$ cat config.mk
export PLATFORM = sky130hd
export DESIGN_NAME = bridge_ctl_reg
export DESIGN_NICKNAME = d
export VERILOG_FILES = /design/src/rtl/bcr_pkg.sv /design/src/rtl/bcr_ctl.sv /design/src/rtl/bcr_dp.sv /design/src/rtl/bridge_ctl_reg.sv
export SDC_FILE = /design/constraint.sdc
export NUM_CORES = 1
export LEC_CHECK = 0
export ABC_AREA = 1
export BUFFER_PORTS_ARGS = -buffer_cell sky130_fd_sc_hd__buf_2
export CELL_PAD_IN_SITES_DETAIL_PLACEMENT = 0
export CELL_PAD_IN_SITES_GLOBAL_PLACEMENT = 1
export CORE_MARGIN = 1
export CORE_UTILIZATION = 25
export CTS_BUF_LIST = sky130_fd_sc_hd__clkbuf_4 sky130_fd_sc_hd__clkbuf_8 sky130_fd_sc_hd__clkbuf_16
export DETAILED_ROUTE_END_ITERATION = 10
export GPL_TIMING_DRIVEN = 0
export HOLD_SLACK_MARGIN = 0.1
export PLACE_DENSITY_LB_ADDON = 0.1
export REMOVE_ABC_BUFFERS = 1
export SETUP_SLACK_MARGIN = 0.15
export SYNTH_ARGS = -nofsm -noshare
export SYNTH_HDL_FRONTEND = slang
export SYNTH_SLANG_ARGS = --single-unit
$ cat constraint.sdc
create_clock -name clk -period 2.8 [get_ports clk]
set_input_delay 0 -clock clk [delete_from_list [all_inputs] [get_ports clk]]
set_output_delay 0 -clock clk [all_outputs]
set_load 0.01 [all_outputs]
$ cat src/rtl/bcr_pkg.sv
package bcr_pkg;
  parameter int TO_W = 7;
  parameter int WS_W = 3;
  localparam int REG_W  = TO_W + 2 * WS_W + 3;
  localparam int MODE_B = 0;
  localparam int ERR_B  = 1;
  localparam int PRI_B  = 2;
  localparam int WS1_LO = 3;
  localparam int WS2_LO = WS1_LO + WS_W;
  localparam int TO_LO  = WS2_LO + WS_W;

  typedef struct packed {
    logic rdClr;
    logic wrEn;
    logic errSet;
  } bcrStrobes_t;
endpackage

$ cat src/rtl/bcr_ctl.sv
module bcr_ctl
  import bcr_pkg::*;
(
  input  logic            clk,
  input  logic            rstN,
  input  logic            cpuSel,
  input  logic            cpuWr,
  input  logic            accStart,
  input  logic            strobeTick,
  input  logic            accDone,
  input  logic            modeChgErr,
  input  logic [TO_W-1:0] limit,
  output bcrStrobes_t     strobes,
  output logic            toHit
);
  logic            active;
  logic [TO_W-1:0] count;

  // Timeout fires once when the count meets the limit of a live access
  assign toHit = active && (count == limit);

  always_ff @(posedge clk) begin
    if (!rstN) begin
      active <= 1'b0;
      count  <= '0;
    end else if (accStart) begin
      active <= 1'b1;
      count  <= '0;
    end else if (active) begin
      if (toHit || accDone) begin
        active <= 1'b0;
      end else if (strobeTick) begin
        count <= count + 1'b1;
      end
    end
  end

  always_comb begin
    strobes.rdClr  = cpuSel && !cpuWr;
    strobes.wrEn   = cpuSel && cpuWr;
    strobes.errSet = toHit || modeChgErr;
  end
endmodule

$ cat src/rtl/bcr_dp.sv
module bcr_dp
  import bcr_pkg::*;
(
  input  logic             clk,
  input  logic             rstN,
  input  bcrStrobes_t      strobes,
  input  logic [REG_W-1:0] wdata,
  input  logic             modeHostOnly,
  output logic [REG_W-1:0] rdWord,
  output logic [TO_W-1:0]  toLimit,
  output logic [WS_W-1:0]  ws2,
  output logic [WS_W-1:0]  ws1,
  output logic             pri,
  output logic             errFlag,
  output logic             errPulse
);
  localparam logic [TO_W-1:0] RST_TO  = '1;
  localparam logic [WS_W-1:0] RST_WS  = WS_W'(1);

  logic       modeReg;
  logic [1:0] wdataUnused;

  // Status bits are not writable
  assign wdataUnused = wdata[ERR_B:MODE_B];

  always_ff @(posedge clk) begin
    if (!rstN) begin
      toLimit  <= RST_TO;
      ws2      <= RST_WS;
      ws1      <= RST_WS;
      pri      <= 1'b1;
      errFlag  <= 1'b0;
      modeReg  <= 1'b1;
      errPulse <= 1'b0;
    end else begin
      modeReg  <= modeHostOnly;
      errPulse <= strobes.errSet;
      if (strobes.wrEn) begin
        toLimit <= wdata[TO_LO +: TO_W];
        ws2     <= wdata[WS2_LO +: WS_W];
        ws1     <= wdata[WS1_LO +: WS_W];
        pri     <= wdata[PRI_B];
      end
      if (strobes.errSet) begin
        errFlag <= 1'b1;
      end else if (strobes.rdClr) begin
        errFlag <= 1'b0;
      end
    end
  end

  always_comb begin
    rdWord               = '0;
    rdWord[TO_LO +: TO_W]  = toLimit;
    rdWord[WS2_LO +: WS_W] = ws2;
    rdWord[WS1_LO +: WS_W] = ws1;
    rdWord[PRI_B]        = pri;
    rdWord[ERR_B]        = errFlag && !modeReg;
    rdWord[MODE_B]       = modeReg;
  end
endmodule

$ cat src/rtl/bridge_ctl_reg.sv
module bridge_ctl_reg
  import bcr_pkg::*;
(
  input  logic             clk,
  input  logic             rstN,
  input  logic             cpuSel,
  input  logic             cpuWr,
  input  logic [REG_W-1:0] cpuWdata,
  output logic [REG_W-1:0] cpuRdata,
  input  logic             hostSel,
  input  logic             hostWr,
  output logic [REG_W-1:0] hostRdata,
  input  logic             modeHostOnly,
  input  logic             accStart,
  input  logic             strobeTick,
  input  logic             accDone,
  input  logic             modeChgErr,
  output logic [TO_W-1:0]  timeoutLimit,
  output logic [WS_W-1:0]  waitStrobe2,
  output logic [WS_W-1:0]  waitStrobe1,
  output logic             cpuPriority,
  output logic             busErr,
  output logic             errPulse
);
  bcrStrobes_t      strobes;
  logic             toHit;
  logic [REG_W-1:0] rdWord;

  bcr_ctl u_ctl (
    .clk        (clk),
    .rstN       (rstN),
    .cpuSel     (cpuSel),
    .cpuWr      (cpuWr),
    .accStart   (accStart),
    .strobeTick (strobeTick),
    .accDone    (accDone),
    .modeChgErr (modeChgErr),
    .limit      (timeoutLimit),
    .strobes    (strobes),
    .toHit      (toHit)
  );

  bcr_dp u_dp (
    .clk          (clk),
    .rstN         (rstN),
    .strobes      (strobes),
    .wdata        (cpuWdata),
    .modeHostOnly (modeHostOnly),
    .rdWord       (rdWord),
    .toLimit      (timeoutLimit),
    .ws2          (waitStrobe2),
    .ws1          (waitStrobe1),
    .pri          (cpuPriority),
    .errFlag      (busErr),
    .errPulse     (errPulse)
  );

  assign cpuRdata  = (cpuSel && !cpuWr) ? rdWord : '0;
  assign hostRdata = (hostSel && !hostWr) ? rdWord : '0;
endmodule

== After elaboration in Yosys (flattened, before gate mapping) ==
Cells that the tools add are included.

* Eq/ne operators: 1
* Reduce and logical (&&, ||, !) cells: 13
* $add $sub $neg: 1
* Mux-type cells: 7
* Bitwise gates (word level): 2

{| class="wikitable"
|+ Operator list
! operator !! number
|-
| 16-bit 2-to-1 mux || 2
|-
| 7-bit by 1-bit adder with 7-bit output, second input constant || 1
|-
| 7-bit equality test || 1
|-
| 1-bit logical AND || 5
|-
| 1-bit 2-to-1 mux || 5
|-
| 1-bit logical NOT || 3
|-
| 3-bit AND reduction || 1
|-
| 1-bit logical OR || 2
|-
| 1-bit inverter || 2
|-
| 2-bit nonzero test || 1
|-
| 2-bit OR reduction || 1
|}

* Logic and storage cells: 33
* Input port bits: 27
* Bits in registers: 25
* Output and inout bits: 48

== Logic depth before layout (Yosys ltp) ==
* Word-level depth: 6
* Mapped depth: 11
* Mapped depth without buffers: 11

== Cells and area by module ==
Synthesis repeated with hierarchy kept, for this count alone.

* Cells, all modules: 263
* Area total of the unflattened synthesis: 1594.0 um^2

{| class="wikitable"
|+ Modules (own cells, without submodules)
! module !! cells each !! area an instance (um^2) !! times used !! sequential area each (um^2)
|-
| bcr_dp || 96 || 740.7 || 1 || 340.3
|-
| bcr_ctl || 113 || 615.6 || 1 || 160.2
|-
| bridge_ctl_reg || 54 || 237.7 || 1 || 0.0
|}

== Worst setup path before layout ==
Ideal clock, no wire load.

* Path kind: reg-to-reg
* Start point: reg u_ctl.count[0]
* End point: reg u_ctl.count[6]
* Stages on the path, launching flop included: 10
* Path slack: 1593 ps
* Path buffers: 0
* Setup time: 64 ps
* Data required time: 2736 ps
* Clock period less this slack: 1207 ps
* Arrival time: 1144 ps
* Cell sequence: dfxtp_1 -> ha_1 -> nand2_1 -> nor2_2 -> nand2_1 -> nor2_1 -> nand3_1 -> nand2_1 -> inv_1 -> nor2_1

* Word-level cells in the longest chain between the ends: 5
* Elaborated cells between the ends (all ways): 6
* Those cells by class: 1 x add/sub; 1 x eq/ne; 1 x bitwise; 3 x reduce/logical

{| class="wikitable"
|+ Ends and longest elaborated chain
! what !! line !! source
|-
| start, declared || bcr_ctl.sv:17 || <nowiki>logic [TO_W-1:0] count;</nowiki>
|-
| start signal, assigned || bcr_ctl.sv:33 || <nowiki>count <= count + 1'b1;</nowiki>
|-
| branches (longest 5 deep; another with 7-bit by 1-bit adder with 7-bit output) || - ||
|}

Parallel ways; which one is timed is not known.
A chain may end at the register's enable or synchronous reset.

== Final worst setup path ==
* Start point: in cpuWr
* End point: reg u_dp.toLimit[0]

* Word-level cells in the longest chain between the ends: 1

{| class="wikitable"
|+ Ends and longest elaborated chain
! what !! line !! source
|-
| start, declared || bridge_ctl_reg.sv:7 || <nowiki>input logic cpuWr,</nowiki>
|-
| 1-bit logical AND || bcr_ctl.sv:40 || <nowiki>strobes.wrEn = cpuSel && cpuWr;</nowiki>
|-
| end signal, assigned || bcr_dp.sv:39 || <nowiki>toLimit <= wdata[TO_LO +: TO_W];</nowiki>
|-
| end, declared || bcr_dp.sv:10 || <nowiki>output logic [TO_W-1:0] toLimit,</nowiki>
|}

No other way between the ends.

==> key figures <==
Status
  • Status: complete, no violations

Logic synthesis
  • Top cells by area in the synthesized netlist: sky130_fd_sc_hd__dfxtp_1 (38%), sky130_fd_sc_hd__nand2_1 (14%), sky130_fd_sc_hd__nor2_1 (11%)
  • Yosys top cell area share: a little under two fifths
  • Top flip-flop cell by instance count after synthesis: sky130_fd_sc_hd__dfxtp_1
  • YS warnings: 0
  • Area leader, netlist: sky130_fd_sc_hd__dfxtp_1
  • Synthesized flop and latch total: 25
  • Most used standard cell by instance count after synthesis: sky130_fd_sc_hd__nand2_1
  • Distinct cell type count of the synthesized netlist: 23
  • Post-Syn Instances: 209
  • Number of enable-type register cells in the synthesized netlist: 0
  • Share of synthesized registers carrying an async set or reset: 0%
  • Post-synthesis instance area: 0.00133 sq mm
  • Post-synthesis area per instance: 6.37 sq um
  • Sequential area share after synthesis: 37.6%
  • Most frequent cells after synthesis: sky130_fd_sc_hd__nand2_1 (51), sky130_fd_sc_hd__nor2_1 (39), sky130_fd_sc_hd__inv_1 (35)

Layout
  • Layout fillers: between 500 and 600
  • Flip-flop and latch area: 500 sq um
  • Number of antenna repair diodes: 0
  • NumNets Final: about 340
  • Area taken by multi-input logic gates: 658 sq um
  • Final non-filler cell total: about 380
  • Layout-stage area growth over the synthesis result: 57.7%
  • Final core utilization: 41.1%
  • Fraction of layout instances using a drive strength above 1: 30.1%

Timing
  • Final-report hold violation count: 0
  • Fin crit period: 1.86 ns
  • Setup-violating endpoint count in the final report: 0
  • Slew HR: 61.9%
  • Post-route setup TNS: 0 ns
  • Max-slew violations: 0
  • Highest achievable clock rate: between 0.5 and 0.6 GHz
  • Worst-case clock skew: 0.00796 ns
  • Post-route clock period utilization: 66.3%
  • Slew at the pin closest to its max-slew limit: approximately 0.57 ns
  • RSZ-0062 raised after global routing: no
  • Least setup slack across all paths after layout: 0.945 ns

Placed design
  • HPWL after detailed placement: between 2 and 3 mm
  • Placer congestion estimate: 0.723
  • Buffers added on ports: 72
  • Setup slack at placement: 1.37 ns
  • # placed instances: 346

Global routing
  • Residual overflow from global routing: 0
  • First-pass GRT wire length: 6.54 mm
  • Vias in the first global route: approximately 1,400
  • All-layer global routing usage: 15.5%
  • Antenna violations before repair: 0
  • Pin count of the biggest net entering global routing: 21

Detailed routing
  • Violation count after the first detailed-routing iteration: 60
  • Count of unresolved DRC violations after routing: 0
  • Number of nets with antenna violations after detailed routing: 0
  • Via Count: 1,560
  • Number of optimization iterations in the first detailed-route pass: 5
  • Via/cell ratio: 4.12
  • Routed wire length per instance: 10.6 microns
  • Total detailed-routing wirelength: 4.01 mm

Power
  • Areal power density over the cells: 380 mW/mm^2
  • Max rail drop VDD: 0.216 mV
  • Pleak: 0.00114 uW

Setup path
  • Largest stage delay, worst path: 0.57 ns
  • Reg2Reg Depth: 9
  • Critical Path Source: cpuWr
  • Setup slack of the most critical reg-to-reg path: 1.34 ns
  • WP data arrival: ~2.1 ns
  • Reg-to-reg startpoint: u_ctl.count[0]$_SDFFE_PP0P_
  • Class of the most critical setup path: primary input to flop
  • Timing endpoint of the critical path: u_dp.toLimit[0]$_SDFFE_PN1P_
  • Setup crit start kind: primary input
  • CP max FO: 20
  • Kind of end point of the critical path: flop
  • Slowest cell on crit path: sky130_fd_sc_hd__dlygate4sd3_1
  • Required time at the endpoint of the critical path: 3.01 ns
  • Crit-path cells: dlygate4sd3_1, buf_2, nand2_1, inv_1, nand2_1, o211ai_1, dlygate4sd3_1
  • Reg2Reg Capture Point: u_ctl.count[6]$_SDFFE_PP0P_

Clock network
  • H-tree level count: 1
  • Hold buffer count at CTS: 29
  • Clock sinks: 25
  • Total of cells resized after clock tree synthesis: 0
  • CTS Buf Count: 3
  • Clk Latency, worst-skew pair: ~0.27 ns
  • CTS tree: yes
  • Total setup buffers inserted after CTS: 0
  • Clock-pin slew on the worst setup and hold paths: 0.09 ns
  • Clock buffer depth: 2
  • Cell at the root of the clock tree: sky130_fd_sc_hd__clkbuf_8

Worst hold path
  • Class of the tightest hold or removal check: primary input to flop

Die
  • Core Region: ~0.0051 sq mm
  • Chip Height: 75.0 microns
  • Row count: 26
  • Overall die area: 0.00562 sq mm
  • Starting Density: between 20% and 30%
  • Number of top-level design ports: between 70 and 80
  • Width of the die: between 70 and 80 microns

Job
  • Number of max-cap violations: 0
==> state kept, by name (all words and copies together), names as in the netlist <==
name,cells
u_ctl.count,7
u_dp.ws2,3
u_dp.modeReg,1
u_dp.errPulse,1
u_dp.toLimit,7
u_ctl.active,1
u_dp.errFlag,1
u_dp.ws1,3
u_dp.pri,1
==> cell families (layout without fill, tap and decap cells) <==
family	Yosys count	after routing	share of synthesized area (%)
AND/OR/NAND/NOR	113	113	37.1
flip-flops	25	25	37.6
XOR/XNOR	1	1	0.658
adder cells (fa/ha/maj)	1	1	0.940
buffers and inverters	46	146	13.0
AO/OA/AOI/OAI	23	23	10.7
==> how the worst min path moves through the flow <==
stage                                     end    startpoint  cells past startpoint  slack [ns]
floorplan               u_dp.pri$_SDFFE_PN1P_          rstN                      1         0.1
finish              u_dp.errFlag$_SDFFE_PN0P_        cpuSel                      4        0.11
global route         u_dp.ws2[2]$_SDFFE_PN0P_          rstN                      3        0.14
CTS                 u_dp.errFlag$_SDFFE_PN0P_        cpuSel                      4        0.11
detailed placement    u_dp.modeReg$_SDFF_PN1_  modeHostOnly                      2        0.20
global placement      u_dp.modeReg$_SDFF_PN1_  modeHostOnly                      2        0.20
==> power by group <==
group	switching, uW	leakage [uW]	internal [uW]	total (uW)
combinational	97.4	0.000912	86.5	184
sequential	11.6	0.000206	373	385
clock	119	0.0000262	112	230
==> through the flow <==
stage / instance area, sq um / hold WS [ns] / total power (uW)
global placement: 1760 / 0.204 / 546
global route: 2100 / 0.137 / 848
finish: 2100 / 0.108 / 799
CTS: 2100 / 0.109 / 813
floorplan: 1310 / 0.0986 / 472
detailed placement: 1760 / 0.204 / 545
==> worst max-delay path: cells and delay by family <==
| kind | cells | cell delay [ns] |
|---|---|---|
| AO/OA/AOI/OAI | 1 | 0.11 |
| buffers and inverters | 4 | 1.67 |
| AND/OR/NAND/NOR | 2 | 0.28 |
==> layer usage <==
| layer | wire length (microns) | up-vias | part of all wire [%] | track usage (%) |
|---|---|---|---|---|
| met3 | 172 | 4 | 4.3 | 3.88 |
| met5 | 0 | - | 0 | 0 |
| met2 | 1910 | 41 | 48 | 26.0 |
| li1 | - | 838 | - | - |
| met4 | 26 | 0 | 0.65 | 3.14 |
| met1 | 1900 | 677 | 47 | 20.0 |
==> cell usage in the layout (no fill, tap or decap) <==
cell                            netlist  routed
sky130_fd_sc_hd__inv_2                5       5
sky130_fd_sc_hd__clkinv_1             1       1
sky130_fd_sc_hd__nand3_1              5       5
sky130_fd_sc_hd__nand4_1              4       4
sky130_fd_sc_hd__nand3_4              1       1
sky130_fd_sc_hd__inv_1               35      35
sky130_fd_sc_hd__xor2_1               1       1
sky130_fd_sc_hd__ha_1                 1       1
sky130_fd_sc_hd__o31ai_1              1       1
sky130_fd_sc_hd__buf_2                0      72
sky130_fd_sc_hd__nor2_4               1       1
sky130_fd_sc_hd__nand2_4              1       1
sky130_fd_sc_hd__clkbuf_4             0       1
sky130_fd_sc_hd__o21ai_1              2       2
sky130_fd_sc_hd__clkbuf_8             0       3
sky130_fd_sc_hd__nor2_2               7       7
sky130_fd_sc_hd__o21ai_0              4       4
sky130_fd_sc_hd__dlygate4sd3_1        0      29
sky130_fd_sc_hd__a21oi_1              6       6
sky130_fd_sc_hd__or2_2                1       1
sky130_fd_sc_hd__nand2_2              1       1
sky130_fd_sc_hd__nor3_1               2       2
sky130_fd_sc_hd__o211ai_1            10      10
sky130_fd_sc_hd__nor2_1              39      39
sky130_fd_sc_hd__nand2_1             51      51
sky130_fd_sc_hd__dfxtp_1             25      25
==> layout make-up <==
type | instances | share of cell area, %
clock buffers | 4 | 2.32
flip-flops and latches | 25 | 23.8
repair buffers | 101 | 31.0
inverters | 41 | 7.33
multi-input cells | 138 | 31.3
well taps | 70 | 4.17
(Power assumes the default switching activity.)
